<file path="src/rtl/asramPkg.sv">
package asramPkg;

  typedef enum logic [2:0] {
    ST_IDLE, ST_SETUP, ST_RD_ACC, ST_RD_TURN, ST_WR_PULSE, ST_WR_REC
  } phaseT;

  typedef struct packed {
    logic load;     // take the request into the datapath
    logic sel;      // chip selected
    logic weAct;    // write strobe active
    logic oeAct;    // output enable active
    logic capture;  // sample read data this clock
  } strobeT;

  function automatic int cycFor(int tNs, int perNs);
    int c;
    c = (tNs + perNs - 1) / perNs;
    return (c < 1) ? 1 : c;
  endfunction

  function automatic int maxOf(int a, int b);
    return (a > b) ? a : b;
  endfunction

endpackage

</file>
<file path="src/rtl/asramSeq.sv">
module asramSeq
  import asramPkg::*;
#(
  parameter int N_SETUP = 1,
  parameter int N_ACC   = 14,
  parameter int N_TURN  = 5,
  parameter int N_WP    = 13,
  parameter int N_WREC  = 1
) (
  input  logic   clk,
  input  logic   rstN,
  input  logic   reqValid,
  input  logic   reqWrite,
  output logic   reqReady,
  output strobeT strb
);

  localparam int MAXN = maxOf(maxOf(maxOf(N_SETUP, N_ACC), maxOf(N_TURN, N_WP)), N_WREC);
  localparam int CNT_W = $clog2(MAXN + 1);

  phaseT phase, nextPhase;
  logic [CNT_W-1:0] cnt, nextCnt;
  logic wrQ, nextWr;

  always_comb begin
    nextPhase = phase;
    nextCnt   = cnt;
    nextWr    = wrQ;
    if (phase != ST_IDLE && cnt != '0) begin
      nextCnt = cnt - 1'b1;
    end else begin
      case (phase)
        ST_IDLE: if (reqValid) begin
          nextPhase = ST_SETUP;
          nextCnt   = CNT_W'(N_SETUP - 1);
          nextWr    = reqWrite;
        end
        ST_SETUP: begin
          if (wrQ) begin
            nextPhase = ST_WR_PULSE;
            nextCnt   = CNT_W'(N_WP - 1);
          end else begin
            nextPhase = ST_RD_ACC;
            nextCnt   = CNT_W'(N_ACC - 1);
          end
        end
        ST_RD_ACC: begin
          nextPhase = ST_RD_TURN;
          nextCnt   = CNT_W'(N_TURN - 1);
        end
        ST_WR_PULSE: begin
          nextPhase = ST_WR_REC;
          nextCnt   = CNT_W'(N_WREC - 1);
        end
        default: nextPhase = ST_IDLE;
      endcase
    end
  end

  always_ff @(posedge clk) begin
    if (!rstN) begin
      phase <= ST_IDLE;
      cnt   <= '0;
      wrQ   <= 1'b0;
    end else begin
      phase <= nextPhase;
      cnt   <= nextCnt;
      wrQ   <= nextWr;
    end
  end

  always_comb begin
    strb.load    = (phase == ST_IDLE) && reqValid;
    strb.sel     = (phase == ST_RD_ACC) || (phase == ST_WR_PULSE);
    strb.weAct   = (phase == ST_WR_PULSE);
    strb.oeAct   = (phase == ST_RD_ACC);
    strb.capture = (phase == ST_RD_ACC) && (cnt == '0);
  end

  assign reqReady = (phase == ST_IDLE);


  ready_busy_chk: assert property (@(posedge clk) disable iff (!rstN)
    (reqValid && reqReady) |=> !reqReady);

endmodule

</file>
<file path="src/rtl/asramPath.sv">
module asramPath
  import asramPkg::*;
#(
  parameter int ADDR_W = 19,
  parameter int DATA_W = 16,
  parameter int WE_CYC = 13
) (
  input  logic                   clk,
  input  logic                   rstN,
  input  strobeT                 strb,
  input  logic [ADDR_W-1:0]      reqAddr,
  input  logic [DATA_W-1:0]      reqWdata,
  input  logic [DATA_W/8-1:0]    reqByteEn,
  output logic [DATA_W-1:0]      rdData,
  output logic                   rdValid,
  output logic [ADDR_W-1:0]      ramAddr,
  output logic                   ramCeN,
  output logic                   ramCe2,
  output logic                   ramWeN,
  output logic                   ramOeN,
  output logic [DATA_W/8-1:0]    laneSelN,
  output logic [DATA_W-1:0]      ramDqOut,
  input  logic [DATA_W-1:0]      ramDqIn,
  output logic                   ramDqOe
);

  localparam int LANES = DATA_W / 8;
  localparam int RUN_W = $clog2(WE_CYC + 2);

  logic [ADDR_W-1:0] addrQ;
  logic [DATA_W-1:0] dataQ;
  logic [LANES-1:0]  enQ;
  logic              dqOeQ;
  logic [DATA_W-1:0] laneRd;

  always_ff @(posedge clk) begin
    if (!rstN) begin
      addrQ   <= '0;
      dataQ   <= '0;
      enQ     <= '0;
      dqOeQ   <= 1'b0;
      rdData  <= '0;
      rdValid <= 1'b0;
    end else begin
      if (strb.load) begin
        addrQ <= reqAddr;
        dataQ <= reqWdata;
        enQ   <= reqByteEn;
      end
      dqOeQ   <= strb.weAct;
      rdValid <= strb.capture;
      if (strb.capture) rdData <= laneRd;
    end
  end

  for (genvar g = 0; g < LANES; g++) begin : gLane
    assign laneSelN[g]      = ~(strb.sel & enQ[g]);
    assign laneRd[g*8 +: 8] = enQ[g] ? ramDqIn[g*8 +: 8] : 8'h00;
  end

  assign ramAddr  = addrQ;
  assign ramCeN   = ~strb.sel;
  assign ramCe2   = strb.sel;
  assign ramWeN   = ~strb.weAct;
  assign ramOeN   = ~strb.oeAct;
  assign ramDqOut = dataQ;
  assign ramDqOe  = dqOeQ;

  // checker support: length of the current write-strobe run
  logic [RUN_W-1:0] weRun;
  always_ff @(posedge clk) begin
    if (!rstN)            weRun <= '0;
    else if (!ramWeN)     weRun <= weRun + 1'b1;
    else                  weRun <= '0;
  end


  addr_hold_chk: assert property (@(posedge clk) disable iff (!rstN)
    (strb.sel && $past(strb.sel)) |-> $stable(ramAddr));


  dq_late_on_chk: assert property (@(posedge clk) disable iff (!rstN)
    $fell(ramWeN) |=> ramDqOe);


  dq_late_off_chk: assert property (@(posedge clk) disable iff (!rstN)
    $rose(ramWeN) |-> (ramDqOe ##1 !ramDqOe));


  no_contention_chk: assert property (@(posedge clk) disable iff (!rstN)
    !(ramDqOe && !ramOeN));


  rdvalid_pulse_chk: assert property (@(posedge clk) disable iff (!rstN)
    rdValid |=> !rdValid);


  we_width_chk: assert property (@(posedge clk) disable iff (!rstN)
    (ramWeN && weRun != '0) |-> (weRun == RUN_W'(WE_CYC)));

endmodule

</file>
<file path="src/rtl/asramCtrl.sv">
module asramCtrl
  import asramPkg::*;
#(
  parameter int CLK_NS = 4,
  parameter int T_AA   = 55,
  parameter int T_OE   = 30,
  parameter int T_HZ   = 20,
  parameter int T_AS   = 0,
  parameter int T_WC   = 55,
  parameter int T_WP   = 45,
  parameter int T_AW   = 50,
  parameter int T_DW   = 25,
  parameter int T_WR   = 0
) (
  input  logic        clk,
  input  logic        rstN,
  input  logic        reqValid,
  input  logic        reqWrite,
  input  logic [18:0] reqAddr,
  input  logic [15:0] reqWdata,
  input  logic [1:0]  reqByteEn,
  output logic        reqReady,
  output logic [15:0] rdData,
  output logic        rdValid,
  output logic [18:0] ramAddr,
  output logic        ramCeN,
  output logic        ramCe2,
  output logic        ramWeN,
  output logic        ramOeN,
  output logic        ramLbN,
  output logic        ramUbN,
  output logic [15:0] ramDqOut,
  input  logic [15:0] ramDqIn,
  output logic        ramDqOe
);

  localparam int N_SETUP = cycFor(T_AS, CLK_NS);
  localparam int N_ACC   = maxOf(cycFor(T_AA, CLK_NS), cycFor(T_OE, CLK_NS));
  localparam int N_TURN  = cycFor(T_HZ, CLK_NS);
  localparam int N_WP    = maxOf(maxOf(cycFor(T_WP, CLK_NS), cycFor(T_AW, CLK_NS)),
                                 cycFor(T_DW, CLK_NS) + 1);
  localparam int N_WREC  = maxOf(cycFor(T_WR, CLK_NS), cycFor(T_WC, CLK_NS) - N_WP);

  strobeT     strb;
  logic [1:0] laneSelN;

  asramSeq #(
    .N_SETUP(N_SETUP), .N_ACC(N_ACC), .N_TURN(N_TURN),
    .N_WP(N_WP), .N_WREC(N_WREC)
  ) i_seq (
    .clk(clk), .rstN(rstN), .reqValid(reqValid), .reqWrite(reqWrite),
    .reqReady(reqReady), .strb(strb)
  );

  asramPath #(.ADDR_W(19), .DATA_W(16), .WE_CYC(N_WP)) i_path (
    .clk(clk), .rstN(rstN), .strb(strb),
    .reqAddr(reqAddr), .reqWdata(reqWdata), .reqByteEn(reqByteEn),
    .rdData(rdData), .rdValid(rdValid),
    .ramAddr(ramAddr), .ramCeN(ramCeN), .ramCe2(ramCe2),
    .ramWeN(ramWeN), .ramOeN(ramOeN), .laneSelN(laneSelN),
    .ramDqOut(ramDqOut), .ramDqIn(ramDqIn), .ramDqOe(ramDqOe)
  );

  assign ramLbN = laneSelN[0];
  assign ramUbN = laneSelN[1];

endmodule

</file>
<file path="config.mk">
export PLATFORM = sky130hd
export DESIGN_NAME = asramCtrl
export DESIGN_NICKNAME = d
export VERILOG_FILES = /design/src/rtl/asramPkg.sv /design/src/rtl/asramSeq.sv /design/src/rtl/asramPath.sv /design/src/rtl/asramCtrl.sv
export SDC_FILE = /design/constraint.sdc
export NUM_CORES = 1
export LEC_CHECK = 0
export BUFFER_PORTS_ARGS = -buffer_cell sky130_fd_sc_hd__buf_2
export CORE_ASPECT_RATIO = 1.25
export CORE_UTILIZATION = 24
export DETAILED_ROUTE_END_ITERATION = 10
export SLEW_MARGIN = 40
export SYNTH_ARGS = -nofsm -noshare
export SYNTH_HDL_FRONTEND = slang
export SYNTH_HIERARCHICAL = 1
export SYNTH_SLANG_ARGS = --single-unit
</file>
<file path="constraint.sdc">
create_clock -name clk -period 1.6 [get_ports clk]
set_clock_uncertainty 0.2 [all_clocks]
set_input_delay 0.32 -clock clk [delete_from_list [all_inputs] [get_ports clk]]
set_output_delay 0.32 -clock clk [all_outputs]
set_load 0.02 [all_outputs]
</file>
; ---- After elaboration in Yosys (flattened, before gate mapping)
; Index checks and enable logic that the tools add are counted.
[op_classes]
n_bitwise = 8
n_eq_ne = 5
n_addsub = 1
n_reduce_logical = 12
n_mux = 9
[op_table]
columns = operator, count
row1 = two-way mux 8 bit, 2
row2 = one-hot mux 4 bit (4 select lines), 1
row3 = one-hot mux 3 bit (4 select lines), 1
row4 = two-way mux 4 bit, 2
row5 = two-way mux 3 bit, 2
row6 = inverter 1 bit, 6
row7 = nonzero test 5 bit, 1
row8 = zero test 4 bit, 1
row9 = AND reduction 2 bit, 2
row10 = nonzero test 4 bit, 1
row11 = subtractor 4 x 1 -> 4 bit (second input constant), 1
row12 = == test 3 x 1 -> 1 bit (second input constant), 1
row13 = == test 3 x 2 -> 1 bit (second input constant), 1
row14 = == test 3 bit (second input constant), 1
row15 = logical AND 1 bit, 3
row16 = zero test 3 bit, 1
row17 = inequality test 3 x 2 -> 1 bit (second input constant), 1
row18 = AND reduction 3 bit, 1
row19 = nonzero test 3 bit, 1
row20 = AND 1 bit, 2
row21 = inequality test 2 bit (second input constant), 1
row22 = logical OR 1 bit, 1
row23 = two-way mux 1 bit, 1
[totals]
ff_bits = 63
out_inout_bits = 60
elab_cells = 44

; ---- Logic depth before layout (Yosys ltp)
[logic_depth]
word_depth = 4
depth_mapped = 8

; ---- Cells and area by module
; The synthesis kept the hierarchy.
[modules_own_cells]
columns = mod, seq_area_each_um2, instances, cells_per_inst, area_per_inst_um2
row1 = asramPath, 1101.1, 1, 202, 2149.6
row2 = asramSeq, 160.2, 1, 64, 546.8

; ---- Worst setup path after synthesis
; No wires, ideal clock.
[synth_timing]
kind = reg2reg
startpoint = register i_seq.phase[1]
endpoint = register i_path.addrQ[0], in the netlist i_path/ramAddr[0]
synth_period_minus_slack_ps = 1980
path_stages_with_launch = 8
setup_slack_ps = -380
arrival_ps = 1664
n_path_buf = 3
path_cell_list = dfxtp_1 -> buf_6 -> nor3_2 -> and2_2 -> buf_6 -> buf_12 -> mux2i_1 -> nor2b_1
[synth_rtl]
columns = element, line
row1 = "start, declared", asramSeq.sv:21  ; phaseT phase, nextPhase;
row2 = "start signal, assigned", asramSeq.sv:66  ; phase <= nextPhase;
row3 = "end signal, assigned", asramPath.sv:46  ; addrQ <= reqAddr;
row4 = "end, declared", asramPath.sv:30  ; logic [ADDR_W-1:0] addrQ;

==> flow_metrics.py <==
metrics = {
    "setup_path": {
        "slowest_stage": "dfxtp_4",
        "cp-start-kind": "flop",
        "reg2reg_setup_slack_ps": -150,
        "worstPathMaxFanout": 4,
        "arrival_ps": 1310,
        "cpPeakStageDelay_ps": 390,
        "end_kind": "primary output",
        "critPathKind": "reg -> out",
        "crit_buf_inv": 1,
        "path_cells": "nor3b_4 -> or2_4 -> nand2_2 -> buf_6",
        "crit_family": "simple AND/OR/NAND/NOR gates",
        "required_ps": 1080,
    },
    "die": {
        "core_sq_um": 10800,
        "rows": 42,
        "start_util_pct": 25.0,
        "fp.dieH_um": 121,
        "die_x_um": 96.8,
        "fp.dieArea_sq_um": 11700,
        "io_pins": 117,
    },
    "drt": {
        "wl_mm": 7.35,
        "num_vias": 2454,
        "detail_route.wl_per_cell_um": 13.3,
        "via_per_inst": 4.44,
        "remaining_drc_errors": 0,
        "first_iter_violations": 49,
        "postRouteAntennaNets": 0,
        "dr.pass1.iters": 4,
    },
    "synthesis": {
        "synth_nets": 324,
        "seq_area_frac_synth_pct": 46.8,
        "synth_cell_types": 40,
        "postSynthAreaPerCell_sq_um": 10.1,
        "syn_inst": 266,
        "synth_edf_count": 0,
        "yosysWarningCount": 6,
        "async_flop_share_pct": 0,
        "synth_flop_cell": "dfxtp_1",
        "synthesis.area_sq_um": 2700,
        "yosys_register_bits": 63,
    },
    "clock_tree": {
        "clk_pin_slew_ps": 50,
        "hold_buffers": 0,
        "clock-root-buffer": "clkbuf_16",
        "htreeDepth": 3,
        "cts_sinks": 63,
        "cts-buffers-inserted": 9,
        "clk-insertion-delay-late_ps": 320,
        "cts_tree": "built",
        "cts_max_path_buffers": 2,
    },
    "layout": {
        "num-nets-final": 476,
        "fillers": 1031,
        "diodes": 0,
        "multiInputGateArea_sq_um": 1370,
        "finalInstanceArea_sq_um": 4300,
        "regArea_sq_um": 1270,
        "drive_gt1_share_pct": 49.6,
        "area_growth_pct": 59.6,
        "stdcell_count": 553,
    },
    "timing": {
        "fmax_mhz": 545,
        "finalSetupViolCount": 68,
        "slew_headroom_pct": 76.5,
        "slew_viol_final": 0,
        "hold_viol_final": 0,
        "fin_crit_sh_pct": 115,
        "fin_ws_ps": -235,
        "rsz0062_at_grt": "yes",
        "worst_slew_pin_slew_ps": 353,
        "fin_crit_ps": 1830,
    },
    "place": {
        "port_buffers": 116,
        "placed_area_sq_um": 3490,
        "dp_cells": 515,
        "place.gp.congestion": 0.788,
        "place_hpwl_mm": 4.52,
    },
    "run_status": {
        "outcome": "finished with violations",
        "failed_checks": "negative setup slack",
    },
    "power_and_ir_drop": {
        "p_per_area_nw_per_um2": 1860,
        "ir_drop_uv": 1190,
        "p_total_mw": 7.99,
        "leakage_nw": 2.05,
    },
    "global_route": {
        "grt_max_degree": 41,
        "antenna_found_initial": 0,
        "grt_overflow": 0,
        "grt_pass1_wl_mm": 11.6,
        "grtUsageTotal_pct": 12.7,
        "grt_pass1_vias": 2426,
    },
    "worst_hold_path": {
        "hold_path_class": "in -> reg",
    },
    "flow_run": {
        "max-cap-violations": 0,
    },
}
==> cells in the final DEF, fill, tap and decap left out, types with 3 or more instances in the layout <==
| master | n |
|---|---|
| buf_2 | 110 |
| dfxtp_1 | 58 |
| mux2i_1 | 37 |
| nor2b_1 | 37 |
| buf_4 | 22 |
| nand2_1 | 18 |
| nand3b_1 | 17 |
| buf_6 | 17 |
| nand4_1 | 16 |
| clkbuf_16 | 10 |
| buf_12 | 9 |
| inv_2 | 6 |
| nor2_1 | 6 |
| clkbuf_8 | 4 |
| a31oi_1 | 4 |
| nor3b_4 | 3 |
| nor3_1 | 3 |
| dfxtp_4 | 3 |
==> cell type report <==
class                   count  area share [%]
multi-input cells         175            31.8
flip-flops and latches     63            29.6
repair buffers            162            27.5
clock buffers              14            6.60
well taps                 132            3.84
inverters                   7           0.611
==> cell families after synthesis <==
| logic type | share of synthesized area (%) |
|---|---|
| AND/OR/NAND/NOR | 27.1 |
| flip-flops | 46.8 |
| AO/OA/AOI/OAI | 3.57 |
| buffers and inverters | 7.24 |
| adder cells (fa/ha/maj) | 0.835 |
| multiplexers | 14.5 |
==> state kept, by name, summed over array words and instances (netlist names) <==
signal and count:
i_path/enQ 2, i_seq/wrQ 1, i_path/rdValid 1, i_path/ramAddr 19, i_path/ramDqOe 1, i_seq/phase 3
i_path/rdData 16, i_seq/cnt 4, i_path/ramDqOut 16
==> worst register-to-register path, delay by kind of cell (launching register included) <==
family | cells | cell delay, ps
and+or+nand+nor | 3 | 450
buffers and inverters | 3 | 390
DFF | 1 | 370
muxes | 1 | 230
==> metal layers <==
metal  part of all wire [%]  routed length, um  vias to the layer above  GRT usage [%]
li1                       -                  -                     1221              -
met1                     45               3290                     1132           15.6
met2                     48               3510                       87           19.8
met4                    1.8                136                        0           5.13
met5                      0                  0                        -              0
met3                    5.7                420                       14           4.91
==> what timing repair did <==
item                                    4_1_cts  5_1_grt
gates cloned                                  7        1
resized for setup                            45       30
pin swaps                                    21       24
setup buffers                                16        8
endpoints found under the setup margin       59       69
==> final timing paths <==
kind,start,end,cells after the start
hold / removal,reqWrite,i_seq/wrQ,3
setup / recovery,i_seq/phase[2],ramLbN,4
hold reg to reg,i_path/rdData[0],i_path/rdData[0],2
setup reg to reg,i_seq/phase[2],i_path/ramAddr[1],7
==> synth_stat cells, drive strengths merged, types with 4 or more instances <==
library cell / count / share of area [%]
a31oi: 4 / 0.93
mux2i: 39 / 14
buf: 14 / 5.3
inv: 7 / 0.97
nor2: 7 / 0.97
dfxtp: 63 / 47
nand3b: 17 / 4.7
nand2: 21 / 2.9
nor2b: 37 / 8.6
clkbuf: 7 / 0.97
nor3: 4 / 0.93
nand4: 16 / 3.7
==> stage by stage <==
| step | TNS [ps] | util (%) | hold WS (ps) | setup slack [ps] |
|---|---|---|---|---|
| 2_1_floorplan | -5390 | - | 261 | -164 |
| 3_3_place_gp | -1030 | 32.4 | 254 | -66.6 |
| 3_5_place_dp | -2030 | 32.4 | 261 | -93.5 |
| 4_1_cts | -5950 | 39.2 | 26.9 | -233 |
| 5_1_grt | -11590 | 39.9 | 34.9 | -288 |
| 6_report | -6980 | 39.9 | 36.4 | -235 |
==> where the power goes <==
part           leakage [nW]  internal (mW)  switching, mW
Clock                 0.141           1.20          0.630
Combinational          1.39           2.21           1.83
Sequential            0.518           1.89          0.238
Note: power is estimated with default switching activity, not from simulation.
